<file path="src/rtl/uart_stat_pkg.sv">
package uart_stat_pkg;
    typedef enum logic { RX_EMPTY = 1'b0, RX_FULL = 1'b1 } rx_state_t;
    typedef enum logic { TX_EMPTY = 1'b0, TX_HELD = 1'b1 } tx_state_t;

    // Status word layout
    localparam int STAT_W     = 8;
    localparam int POS_TDRE   = 0;
    localparam int POS_TXE    = 1;
    localparam int POS_AVAIL  = 2;
    localparam int POS_OVR    = 3;
    localparam int POS_PAR    = 4;
    localparam int POS_FRM    = 5;
    localparam int POS_BRK    = 6;
    localparam int POS_CTS    = 7;
endpackage

</file>
<file path="src/rtl/uart_rx_flags.sv">
module uart_rx_flags
    import uart_stat_pkg::*;
#(
    parameter int DW = 8
) (
    input  logic          clk,
    input  logic          rst_n,
    input  logic          done,
    input  logic [DW-1:0] din,
    input  logic          par_bad,
    input  logic          stop_bad,
    input  logic          all_zero,
    input  logic          rd,
    output logic [DW-1:0] rdata,
    output logic          avail,
    output logic          ovr,
    output logic          par,
    output logic          frm,
    output logic          brk
);
    rx_state_t state_q, state_d;
    logic [DW-1:0] data_q;
    logic ovr_q, par_q, frm_q, brk_q;
    logic set_ovr, clr_ovr;

    // state register
    always_ff @(posedge clk) begin
        if (!rst_n) state_q <= RX_EMPTY;
        else        state_q <= state_d;
    end

    // next state: fill, drain, refill
    always_comb begin
        state_d = state_q;
        unique case (state_q)
            RX_EMPTY: if (done)       state_d = RX_FULL;
            RX_FULL:  if (rd && !done) state_d = RX_EMPTY;
            default:  state_d = RX_EMPTY;
        endcase
    end

    assign set_ovr = done && (state_q == RX_FULL) && !rd;
    assign clr_ovr = rd && !done;

    // flag and data registers; set events win over clearing reads
    always_ff @(posedge clk) begin
        if (!rst_n) begin
            data_q <= '0;
            ovr_q  <= 1'b0;
            par_q  <= 1'b0;
            frm_q  <= 1'b0;
            brk_q  <= 1'b0;
        end else begin
            if (done) begin
                data_q <= din;
                par_q  <= par_bad;
            end
            ovr_q <= set_ovr || (ovr_q && !clr_ovr);
            frm_q <= (done && stop_bad) || (frm_q && !rd);
            brk_q <= (done && all_zero) || (brk_q && !rd);
        end
    end

    // outputs
    always_comb begin
        rdata = data_q;
        avail = (state_q == RX_FULL);
        ovr   = ovr_q;
        par   = par_q;
        frm   = frm_q;
        brk   = brk_q;
    end


    fill_chk: assert property (@(posedge clk) disable iff (!rst_n)
        done |=> (avail && rdata == $past(din)));

    ovr_set_chk: assert property (@(posedge clk) disable iff (!rst_n)
        (done && avail && !rd) |=> ovr);

    ovr_hold_chk: assert property (@(posedge clk) disable iff (!rst_n)
        (ovr && !(rd && !done)) |=> ovr);

    frm_clr_chk: assert property (@(posedge clk) disable iff (!rst_n)
        (rd && !(done && stop_bad)) |=> !frm);

    set_wins_chk: assert property (@(posedge clk) disable iff (!rst_n)
        (done && all_zero && rd) |=> brk);

    par_keep_chk: assert property (@(posedge clk) disable iff (!rst_n)
        !done |=> $stable(par));
endmodule

</file>
<file path="src/rtl/uart_tx_hold.sv">
module uart_tx_hold
    import uart_stat_pkg::*;
#(
    parameter int DW = 8
) (
    input  logic          clk,
    input  logic          rst_n,
    input  logic          wr,
    input  logic [DW-1:0] wdata,
    input  logic          sh_idle,
    output logic          sh_load,
    output logic [DW-1:0] sh_data,
    output logic          tdre,
    output logic          txe
);
    tx_state_t state_q, state_d;
    logic [DW-1:0] hold_q;

    // state register
    always_ff @(posedge clk) begin
        if (!rst_n) state_q <= TX_EMPTY;
        else        state_q <= state_d;
    end

    // next state: accept, hand-off, hand-off-and-refill
    always_comb begin
        state_d = state_q;
        unique case (state_q)
            TX_EMPTY: if (wr)              state_d = TX_HELD;
            TX_HELD:  if (sh_idle && !wr)  state_d = TX_EMPTY;
            default:  state_d = TX_EMPTY;
        endcase
    end

    always_ff @(posedge clk) begin
        if (!rst_n)  hold_q <= '0;
        else if (wr) hold_q <= wdata;
    end

    // outputs
    always_comb begin
        sh_load = (state_q == TX_HELD) && sh_idle;
        sh_data = hold_q;
        tdre    = (state_q == TX_EMPTY);
        txe     = tdre && sh_idle;
    end


    wr_clr_chk: assert property (@(posedge clk) disable iff (!rst_n)
        wr |=> !tdre);

    reload_chk: assert property (@(posedge clk) disable iff (!rst_n)
        (sh_load && !wr) |=> tdre);

    load_held_chk: assert property (@(posedge clk) disable iff (!rst_n)
        sh_load |-> !tdre);

    txe_idle_chk: assert property (@(posedge clk) disable iff (!rst_n)
        txe |-> sh_idle);
endmodule

</file>
<file path="src/rtl/uart_status_ctl.sv">
module uart_status_ctl
    import uart_stat_pkg::*;
#(
    parameter int DW = 8
) (
    input  logic          clk,
    input  logic          rst_n,
    input  logic          rx_done,
    input  logic [DW-1:0] rx_byte,
    input  logic          rx_par_bad,
    input  logic          rx_stop_bad,
    input  logic          rx_all_zero,
    input  logic          host_rd,
    output logic [DW-1:0] host_rdata,
    input  logic          host_wr,
    input  logic [DW-1:0] host_wdata,
    input  logic          sh_idle,
    output logic          sh_load,
    output logic [DW-1:0] sh_data,
    input  logic          cts_n,
    output logic [STAT_W-1:0] stat
);
    logic avail, ovr, par, frm, brk, tdre, txe;

    uart_rx_flags #(.DW(DW)) u_rx (
        .clk(clk), .rst_n(rst_n), .done(rx_done), .din(rx_byte),
        .par_bad(rx_par_bad), .stop_bad(rx_stop_bad), .all_zero(rx_all_zero),
        .rd(host_rd), .rdata(host_rdata), .avail(avail), .ovr(ovr),
        .par(par), .frm(frm), .brk(brk)
    );

    uart_tx_hold #(.DW(DW)) u_tx (
        .clk(clk), .rst_n(rst_n), .wr(host_wr), .wdata(host_wdata),
        .sh_idle(sh_idle), .sh_load(sh_load), .sh_data(sh_data),
        .tdre(tdre), .txe(txe)
    );

    always_comb begin
        stat            = '0;
        stat[POS_TDRE]  = tdre;
        stat[POS_TXE]   = txe;
        stat[POS_AVAIL] = avail;
        stat[POS_OVR]   = ovr;
        stat[POS_PAR]   = par;
        stat[POS_FRM]   = frm;
        stat[POS_BRK]   = brk;
        stat[POS_CTS]   = cts_n;
    end


    cts_live_chk: assert property (@(posedge clk) disable iff (!rst_n)
        stat[POS_CTS] == cts_n);
endmodule

</file>
<file path="config.mk">
export PLATFORM = sky130hd
export DESIGN_NAME = uart_status_ctl
export DESIGN_NICKNAME = d
export VERILOG_FILES = /design/src/rtl/uart_stat_pkg.sv /design/src/rtl/uart_rx_flags.sv /design/src/rtl/uart_tx_hold.sv /design/src/rtl/uart_status_ctl.sv
export SDC_FILE = /design/constraint.sdc
export NUM_CORES = 1
export LEC_CHECK = 0
export ABC_AREA = 1
export BUFFER_PORTS_ARGS = -buffer_cell sky130_fd_sc_hd__buf_2
export CAP_MARGIN = 20
export CORE_MARGIN = 10
export CORE_UTILIZATION = 37
export DETAILED_ROUTE_END_ITERATION = 10
export PLACE_DENSITY_LB_ADDON = 0.2
export SYNTH_ARGS = -nofsm -noshare
export SYNTH_HDL_FRONTEND = slang
export SYNTH_SLANG_ARGS = --single-unit
</file>
<file path="constraint.sdc">
create_clock -name clk -period 0.8 [get_ports clk]
set_input_delay 0.12 -clock clk [delete_from_list [all_inputs] [get_ports clk]]
set_output_delay 0.12 -clock clk [all_outputs]
set_load 0.02 [all_outputs]
</file>
==> results.toml, run 1 <==
[logic_synthesis]
synth_area_um2 = 839.6
synth_top_area_share_pct = 52.46
syn_inst = 108
ys_ff_latch = 22
yosysTopAreaCell = "dfxtp_1"
synth.avg_cell_area_um2 = 7.774
ys_seq_area_share_pct = 52.46
synth_area_leaders = "dfxtp_1 (52%), nor2_1 (16%), o21ai_0 (8.9%), buf_4 (8.0%), nand2_1 (4.0%)"
syn_nets = 134
ys_warn_count = 0
synthDistinctLibCells = 10

[pwr]
p_leak_nw = 0.6326
irDropWorstVdd_mv = 1.356
powerDensity_nw_per_um2 = 1840

[floorplan]
die_area_um2 = 4574
start_util_pct = 38.32
dieWidth_um = 67.64
io_pins = 51
rows = 17
coreArea_um2 = 2191
die_h_um = 67.64

[sta]
tightest_slew_ns = 0.2849
slew_viol_final = 0
rsz0062_at_grt = "yes"
fin_skew_ns = 0.00001005
period_needed_ns = 1.013
setup_tns_ns = -2.718
maxSlewHeadroom_pct = 81.01
worst_slack_ns = -0.2129
fmax_ghz = 0.9873
finalCritPeriodShare_pct = 126.6
hold_viol_final = 0
setup_violations = 25

[worst_setup_path]
worst_setup_path_start_kind = "flop"
worst_setup_path_end_kind = "output pin"
criticalPathCategory = "reg2out"
worstPathRequired_ns = 0.68
critPathArrivalTime_ns = 0.89
path_max_fanout = 4

[placed_design]
dp.cells = 173
port_buffers = 48
place.gp.congestion = 0.7252

[grt]
grt_pass1_wl_mm = 3.525
grt_max_degree = 20
grt_overflow_total = 0
grtUsageTotal_pct = 10.14
antenna_found_initial = 0
first_global_vias = 737

[finish]
n_antenna_cell = 0
final_util_pct = 58.08
drive_above_1_share_pct = 53.59
fin_cells = 181
fillers = 225
area_growth_syn_to_layout_pct = 51.56
fin_nets = 180

[routing]
wl_per_cell_um = 12.85
viasPerCell = 4.359
antenna_left = 0
finalWirelength_mm = 2.326
drtIter0Drc = 19
drc_errors = 0
vias = 789
firstDrtPassIters = 4

[clock_tree]
cts.sinks = 22
cts_buffers = 3
cts_max_level = 1
cts_root_buf = "clkbuf_4"
cts_tree = "yes"
clock_latency_ns = 0.31
clk_path_buf_depth = 2
cts_hold_buffers = 0
clkTransAtPathRegs_ns = 0.12

[flow_run]
drv_cap = 0

[worst_hold_path]
worst_hold_path_type = "in2reg"

[outcome]
violations = "negative setup slack"
outcome = "finished, violations left"
## critical path: stages, from the launching register on
cell,delay (ns)
dfxtp_2,0.37
nand2_1,0.05
inv_1,0.06
buf_6,0.11
## timing repair
item	CTS	global route
pin swaps	2	0
gates resized for setup	69	2
setup buffers	2	2
endpoints found under the setup margin	24	25
## metal layers
layer / track usage [%] / wire (um)
met1: 11.37 / 897
met2: 16.43 / 1172
met3: 3.636 / 221
met4: 5.385 / 35
met5: 0 / 0
## cell usage in the layout (no fill, tap or decap), drive strengths merged
master / synthesis / layout
clkbuf: 0 / 4
o21ai: 17 / 17
dfxtp: 22 / 22
inv: 8 / 8
buf: 11 / 52
nor2: 36 / 36
a21oi: 5 / 5
nand2: 9 / 9
## per-stage QoR
stage | worst slack (ns) | hold WS (ns) | power (mW) | area [um^2]
floorplan | 0.1242 | 0.2549 | 1.481 | 839.6
global placement | 0.05891 | 0.2402 | 1.597 | 1025
detailed placement | 0.03298 | 0.2402 | 1.605 | 1025
CTS | -0.2277 | 0.01182 | 2.354 | 1250
global route | -0.2682 | 0.01201 | 2.471 | 1272
finish | -0.2129 | 0.02093 | 2.341 | 1272
## where the power goes
group | internal [mW] | switching (mW)
clock network | 0.278 | 0.347
registers | 1.18 | 0.0489
logic | 0.238 | 0.247
total | 1.70 | 0.642
## registers in the layout (all words and copies together) (netlist names)
register,cells
u_rx.par,1
u_rx.avail,1
u_rx.ovr,1
u_tx.sh_data,8
u_rx.brk,1
u_rx.rdata,8
u_rx.frm,1
u_tx.state_q,1
## kinds of logic (layout without fill, tap and decap cells)
kind of cell,after synthesis,count (layout),synth area share [%]
compound gates,22,22,13.11
buf+inv,19,64,14.31
simple gates,45,45,20.12
flops,22,22,52.46
## synth_stat cells
library cell and count:
nor2_1 36, inv_1 6, nand2_1 9, dfxtp_1 22, o21ai_0 15, buf_4 9
buf_6 2, a21oi_1 5, o21ai_1 2, inv_2 2
## path summary, 6_finish.rpt
check	startpoint	to	slack, ns	cells past startpoint
setup / recovery	u_tx.state_q	sh_load	-0.21	3
hold / removal	rx_byte[7]	u_rx.rdata[7]	0.02	3
setup reg to reg	u_tx.sh_data[1]	u_tx.sh_data[1]	-0.03	4
hold reg to reg	u_rx.brk	u_rx.brk	0.48	2
## layout make-up
class,count,area [um^2],share of cell area (%)
well taps,28,35.03,2.753
multi-input cells,67,286.5,22.52
flip-flops and latches,22,467.9,36.77
clock buffers,4,36.28,2.852
repair buffers,52,416.7,32.74
inverters,8,30.03,2.360
Note: power is estimated with default switching activity, not from simulation.
==> run 2, diff against run 1 <==
--- a/config.mk
+++ b/config.mk
@@ -6,9 +6,8 @@
 export NUM_CORES = 1
 export LEC_CHECK = 0
-export ABC_AREA = 1
 export BUFFER_PORTS_ARGS = -buffer_cell sky130_fd_sc_hd__buf_2
 export CAP_MARGIN = 20
 export CORE_MARGIN = 10
-export CORE_UTILIZATION = 37
+export CORE_UTILIZATION = 38
 export DETAILED_ROUTE_END_ITERATION = 10
 export PLACE_DENSITY_LB_ADDON = 0.2
==> constraint.sdc (replaced) <==
create_clock -name clk -period 0.8 [get_ports clk]
set_input_delay 0.12 -clock clk [delete_from_list [all_inputs] [get_ports clk]]
set_output_delay 0.12 -clock clk [all_outputs]
set_load 0.1 [all_outputs]
==> run 2 against run 1 <==
The flow still finishes with violations (negative setup slack); total power grew 33%; die area up 2.8%; worst hold slack better by 0.0098 ns; combinational power is 120% higher; final area rose by 26%; global-route usage rose by 0.25 points; final cell count shrank 12%; maximum frequency decreased by 10%; clock power up 35%; flip-flop and latch count is the same; clock skew hardly changed; critical path type unchanged; highest routed layer unchanged.
==> results.toml, run 2 <==
[finish]
fin_nets = 158
n_antenna_cell = 0
drive_above_1_share_pct = 63.36
layout_common_cells = "buf_2 (24), buf_12 (24), dfxtp_4 (18)"
area_growth_syn_to_layout_pct = 78.66

[logic_synthesis]
synth-main-ff-cell = "dfxtp_1"
synth_commonest_cells = "dfxtp_1 (22), mux2i_1 (17), nor2_1 (17)"
ys_warn_count = 0
ys_ff_latch = 22
synth_area_um2 = 897.1
yosysTopAreaCell = "dfxtp_1"
synth_area_leaders = "dfxtp_1 (49%), mux2i_1 (19%), buf_4 (7.5%), nor2_1 (7.1%), buf_12 (2.2%)"
yosys.area_share.simple_pct = 15.48
synth_top_family_by_area = "multiplexers"
synth_top_area_share_pct = 49.09
synthDistinctLibCells = 16
synth_xor_area_share_pct = 0
synth_fa_ha_area_share_pct = 0
syn_nets = 113
synth_most_common_cell = "dfxtp_1"
synth_edf_count = 0
ys_seq_area_share_pct = 49.09
ys_async_sr_fraction_pct = 0
synth.avg_cell_area_um2 = 10.31
syn_inst = 87
synth_compound_area_share_pct = 3.487
yosys-mux-area-fraction_pct = 18.97

[pwr]
p_leak_nw = 0.7408
power_frac_clock_pct = 27.1
irDropWorstVdd_mv = 1.417
pwr-share-comb_pct = 33.9
p_sw_mw = 1.059
p_total_mw = 3.105
swShare_pct = 34.10
seqPwrFrac_pct = 38.9
internal-power_mw = 2.046
powerDensity_nw_per_um2 = 1937

[floorplan]
io_pins = 51
die_h_um = 68.59
start_util_pct = 40.17
coreArea_um2 = 2233
die_area_um2 = 4705
dieWidth_um = 68.59
rows = 17

[worst_setup_path]
worst_setup_path_end_kind = "output pin"
path_max_fanout = 4
rr_endpoint = "u_rx.avail"
worstPathRequired_ns = 0.68
r2r-start = "u_rx.avail"
rrSetupSlack_ns = -0.08
critPathArrivalTime_ns = 1.01
reg2regPathDepth = 3
criticalPathCategory = "reg2out"
worst_setup_path_start_kind = "flop"

[worst_hold_path]
worst_hold_path_type = "in2reg"
hp-start = "rx_byte[5]"
min_path_cells = 3
hold_path_end = "u_rx.rdata[5]"

[clock_tree]
clk_path_buf_depth = 2
cts_max_level = 1
clock_latency_ns = 0.31
cts_tree = "yes"
cts_root_buf = "clkbuf_4"
cts.sinks = 22
clkTransAtPathRegs_ns = 0.12
cts_buffers = 3
cts_hold_buffers = 0

[grt]
grtUsageTotal_pct = 10.39
first_global_vias = 743
grt_max_degree = 15
grt_overflow_total = 0
antenna_found_initial = 0
grt_pass1_wl_mm = 3.705

[routing]
finalWirelength_mm = 2.323
drtIter0Drc = 25
firstDrtPassIters = 2
antenna_left = 0
vias = 725
wl_per_cell_um = 14.61
drc_errors = 0
viasPerCell = 4.560

[placed_design]
place.gp.congestion = 0.6918
port_buffers = 48
dp.final_hpwl_mm = 1.868

[sta]
tightest_slew_ns = 0.3860
period_needed_ns = 1.129
hold_viol_final = 0
slew_viol_final = 0
rsz0062_at_grt = "yes"
fin_skew_ns = 0.00003242
finalCritPeriodShare_pct = 141.1
setup_violations = 25
worst_slack_ns = -0.3291
setup_tns_ns = -4.691
maxSlewHeadroom_pct = 74.27
fmax_ghz = 0.8856

[outcome]
outcome = "finished, violations left"
violations = "negative setup slack"

[flow_run]
drv_cap = 0
==> run 2: cells by family after synthesis <==
group | Yosys count
multiplexers | 17
buffers and inverters | 15
AND/OR/NAND/NOR | 28
AO/OA/AOI/OAI | 5
flip-flops | 22
==> run 2: area by class of cell <==
| type | count | area, um^2 |
|---|---|---|
| Fill cell | 170 | 630.6 |
| Clock inverter | 1 | 30.03 |
| Sequential cell | 22 | 513.0 |
| Clock buffer | 3 | 22.52 |
| Multi-Input combinational cell | 50 | 352.8 |
| Inverter | 2 | 7.507 |
| Timing Repair Buffer | 53 | 641.9 |
| Tap cell | 28 | 35.03 |
==> run 2: worst max path at each step <==
stage | end | cells past startpoint | slack, ns | from
global route | sh_load | 2 | -0.37 | u_tx.state_q
floorplan | stat[1] | 2 | 0.01 | u_tx.state_q
detailed placement | u_rx.par | 3 | -0.07 | rx_done
global placement | u_rx.rdata[1] | 3 | -0.03 | rx_done
finish | stat[1] | 2 | -0.33 | u_tx.state_q
CTS | stat[1] | 2 | -0.34 | u_tx.state_q
==> run 2: layer usage <==
layer / GRT usage [%] / up-vias / part of all wire [%]
met5: 0 / - / 0
li1: - / 365 / -
met3: 4.348 / 5 / 12
met1: 11.62 / 324 / 37
met4: 4.523 / 0 / 1.7
met2: 16.94 / 31 / 49
==> run 2: repair_timing <==
action	in CTS	in global routing
setup endpoints to repair	25	26
pin swaps	0	2
gates resized for setup	12	0
setup buffers	3	0
==> run 2: stage by stage <==
step                instance area [um^2]  utilization (%)  instances  hold WS, ns  setup WS, ns
floorplan                          963.4                -         87       0.2375       0.01142
global placement                    1501            67.23        152       0.2407      -0.02777
detailed placement                  1501            67.23        152       0.2407      -0.06805
CTS                                 1603            71.76        159      0.02871       -0.3409
global route                        1603            71.76        159      0.03617       -0.3733
finish                              1603            71.76        159      0.03069       -0.3291
==> run 2: power by group through the flow <==
stage	clock network, mW	logic [mW]	registers [mW]
2_1_floorplan	0	0.380	1.55
3_3_place_gp	0	1.03	1.23
3_5_place_dp	0	1.04	1.24
4_1_cts	0.862	1.06	1.21
5_1_grt	0.902	1.10	1.22
6_report	0.842	1.05	1.21
==> run 2: worst max-delay path, stage by stage (launching register included) <==
cell and delay (ns):
dfxtp_2 0.35, nor2b_2 0.15, buf_12 0.19
==> run 3, diff against run 2 <==
ABC_AREA = 1   (was not set)
CORE_UTILIZATION = 37   (was 38)
==> run 3 against run 2 <==
The flow still finishes with violations (negative setup slack); critical path depth grew 1; maximum frequency increased by 1.3%; final cell count is 11% higher; sequential share of layout area increased by 1.7 points; core utilization down 2.7 points; sequential power about the same; first-iteration DRC count up 24%; clock-buffer cell count is the same; routed wire length rose by 4.0%; via count is 13% higher; global-route usage up 0.71 points; critical endpoint is now sh_load; highest routed layer unchanged.
==> results.toml, run 3 (synthesis results as in run 1) <==
[outcome]
outcome = "finished, violations left"
violations = "negative setup slack"

[grt]
grt_use_met1_pct = 11.28
grt_overflow_total = 0
grtUsageTotal_pct = 11.10
grt_use_met2_pct = 19.25
first_global_vias = 811
antenna_found_initial = 0
grt_max_degree = 20
busiest_layer = "met2"
grt_pass1_wl_mm = 3.891
use_met3_pct = 4.628

[sta]
fmax_ghz = 0.8973
maxSlewHeadroom_pct = 81.27
hold_viol_final = 0
finalCritPeriodShare_pct = 139.3
rsz0062_at_grt = "yes"
period_needed_ns = 1.114
fin_skew_ns = 0.00002692
tightest_slew_ns = 0.2809
worst_slack_ns = -0.3145
setup_violations = 24
slew_viol_final = 0

[placed_design]
dp.final_hpwl_mm = 1.961
place_area_um2 = 1453
place.gp.congestion = 0.6559
pre_cts_slack_ns = -0.04306
port_buffers = 48

[floorplan]
die_area_um2 = 4574
coreArea_um2 = 2191
die_h_um = 67.64
io_pins = 51
dieWidth_um = 67.64
start_util_pct = 38.32
rows = 17

[worst_setup_path]
rr_endpoint = "u_rx.ovr"
critPathArrivalTime_ns = 0.99
worstPathRequired_ns = 0.68
rrSetupSlack_ns = 0.05
crit_path_end = "sh_load"
slowest_delay_ns = 0.38
path_max_fanout = 4
criticalPathCategory = "reg2out"
reg2regPathDepth = 5
crit_path_cell_trace = "nand2_4 > clkinvlp_4 > buf_12"
r2r-start = "u_rx.ovr"
crit_slowest_cell = "dfxtp_4"
startpoint = "u_tx.state_q"
worst_setup_path_end_kind = "output pin"
worst_setup_path_start_kind = "flop"

[clock_tree]
clock_latency_ns = 0.30
cts_tree = "yes"
cts_buffers = 3
cts_hold_buffers = 0
cts_root_buf = "clkbuf_4"
cts_max_level = 1
clk_path_buf_depth = 2
clkTransAtPathRegs_ns = 0.11
cts.sinks = 22

[finish]
fin_nets = 177
area_growth_syn_to_layout_pct = 80.33
layout_common_cells = "nor2_1 (35), buf_2 (24), buf_12 (24)"
n_antenna_cell = 0
design_area_um2 = 1514
final_util_pct = 69.10
drive_above_1_share_pct = 55.03
mostFrequentLayoutCell = "nor2_1"

[flow_run]
drv_cap = 0

[routing]
vias = 816
antenna_left = 0
wl_per_cell_um = 13.65
firstDrtPassIters = 4
finalWirelength_mm = 2.416
drtIter0Drc = 31
drc_errors = 0
viasPerCell = 4.610

[worst_hold_path]
worst_hold_path_type = "in2reg"

[pwr]
p_total_mw = 2.820
powerDensity_nw_per_um2 = 1863
irDropWorstVdd_mv = 1.244
p_leak_nw = 0.6784
[run 3: cell types whose count changed in the layout (fill, tap and decap cells not counted), sizes merged, moves of 4 or more]
cell,change
buf,-4
inv,+5
mux2i,-17
nand2,+6
nor2,+19
o21ai,+17
[run 3: per-stage QoR]
stage	setup TNS [ns]	instances	hold slack, ns
6_report	-4.242	177	0.03334
5_1_grt	-5.419	177	0.01855
4_1_cts	-4.645	177	0.02158
3_5_place_dp	-0.04306	173	0.2427
3_3_place_gp	-0.01777	173	0.2427
2_1_floorplan	-0.1025	108	0.2536
[run 3: report_power, final]
part | internal, mW | leakage (nW) | switching (mW)
registers | 1.16 | 0.195 | 0.0744
logic | 0.385 | 0.470 | 0.726
clock network | 0.176 | 0.0138 | 0.301
[run 3: final cells by class]
type,instances,area (um^2)
tap,28,35.03
multi-input combinational,67,300.3
timing repair buffer,49,611.8
inverter,8,33.78
sequential,22,510.5
clock buffer,3,22.52
fill,178,676.9
[run 3: critical path: cells and delay by family (launching register included)]
family | cells | cell delay (ns)
buffers and inverters | 2 | 0.24
flip-flops | 1 | 0.38
AND/OR/NAND/NOR | 1 | 0.06
[run 3: worst min-delay path by stage]
| stage | slack [ns] | endpoint | cells past startpoint | startpoint |
|---|---|---|---|---|
| finish | 0.03 | u_rx.rdata[0] | 3 | rx_byte[0] |
| global route | 0.02 | u_tx.sh_data[0] | 3 | host_wdata[0] |
| CTS | 0.02 | u_rx.rdata[0] | 3 | rx_byte[0] |
| detailed placement | 0.24 | stat[7] | 0 | cts_n |
| global placement | 0.24 | stat[7] | 0 | cts_n |
| floorplan | 0.25 | u_rx.rdata[1] | 2 | rx_byte[1] |
[run 3: routing by layer]
| metal | share of wire (%) | up-vias |
|---|---|---|
| met3 | 9.8 | 5 |
| met1 | 33 | 371 |
| met4 | 1.7 | 0 |
| met5 | 0 | - |
| met2 | 56 | 27 |
| li1 | - | 413 |
[run 3: repair_timing]
item | 4_1_cts | 5_1_grt
setup buffers | 1 | 0
pin swaps | 1 | 1
setup endpoints to repair | 24 | 25
gates resized for setup | 9 | 4
endpoints found under the hold margin | 0 | 0
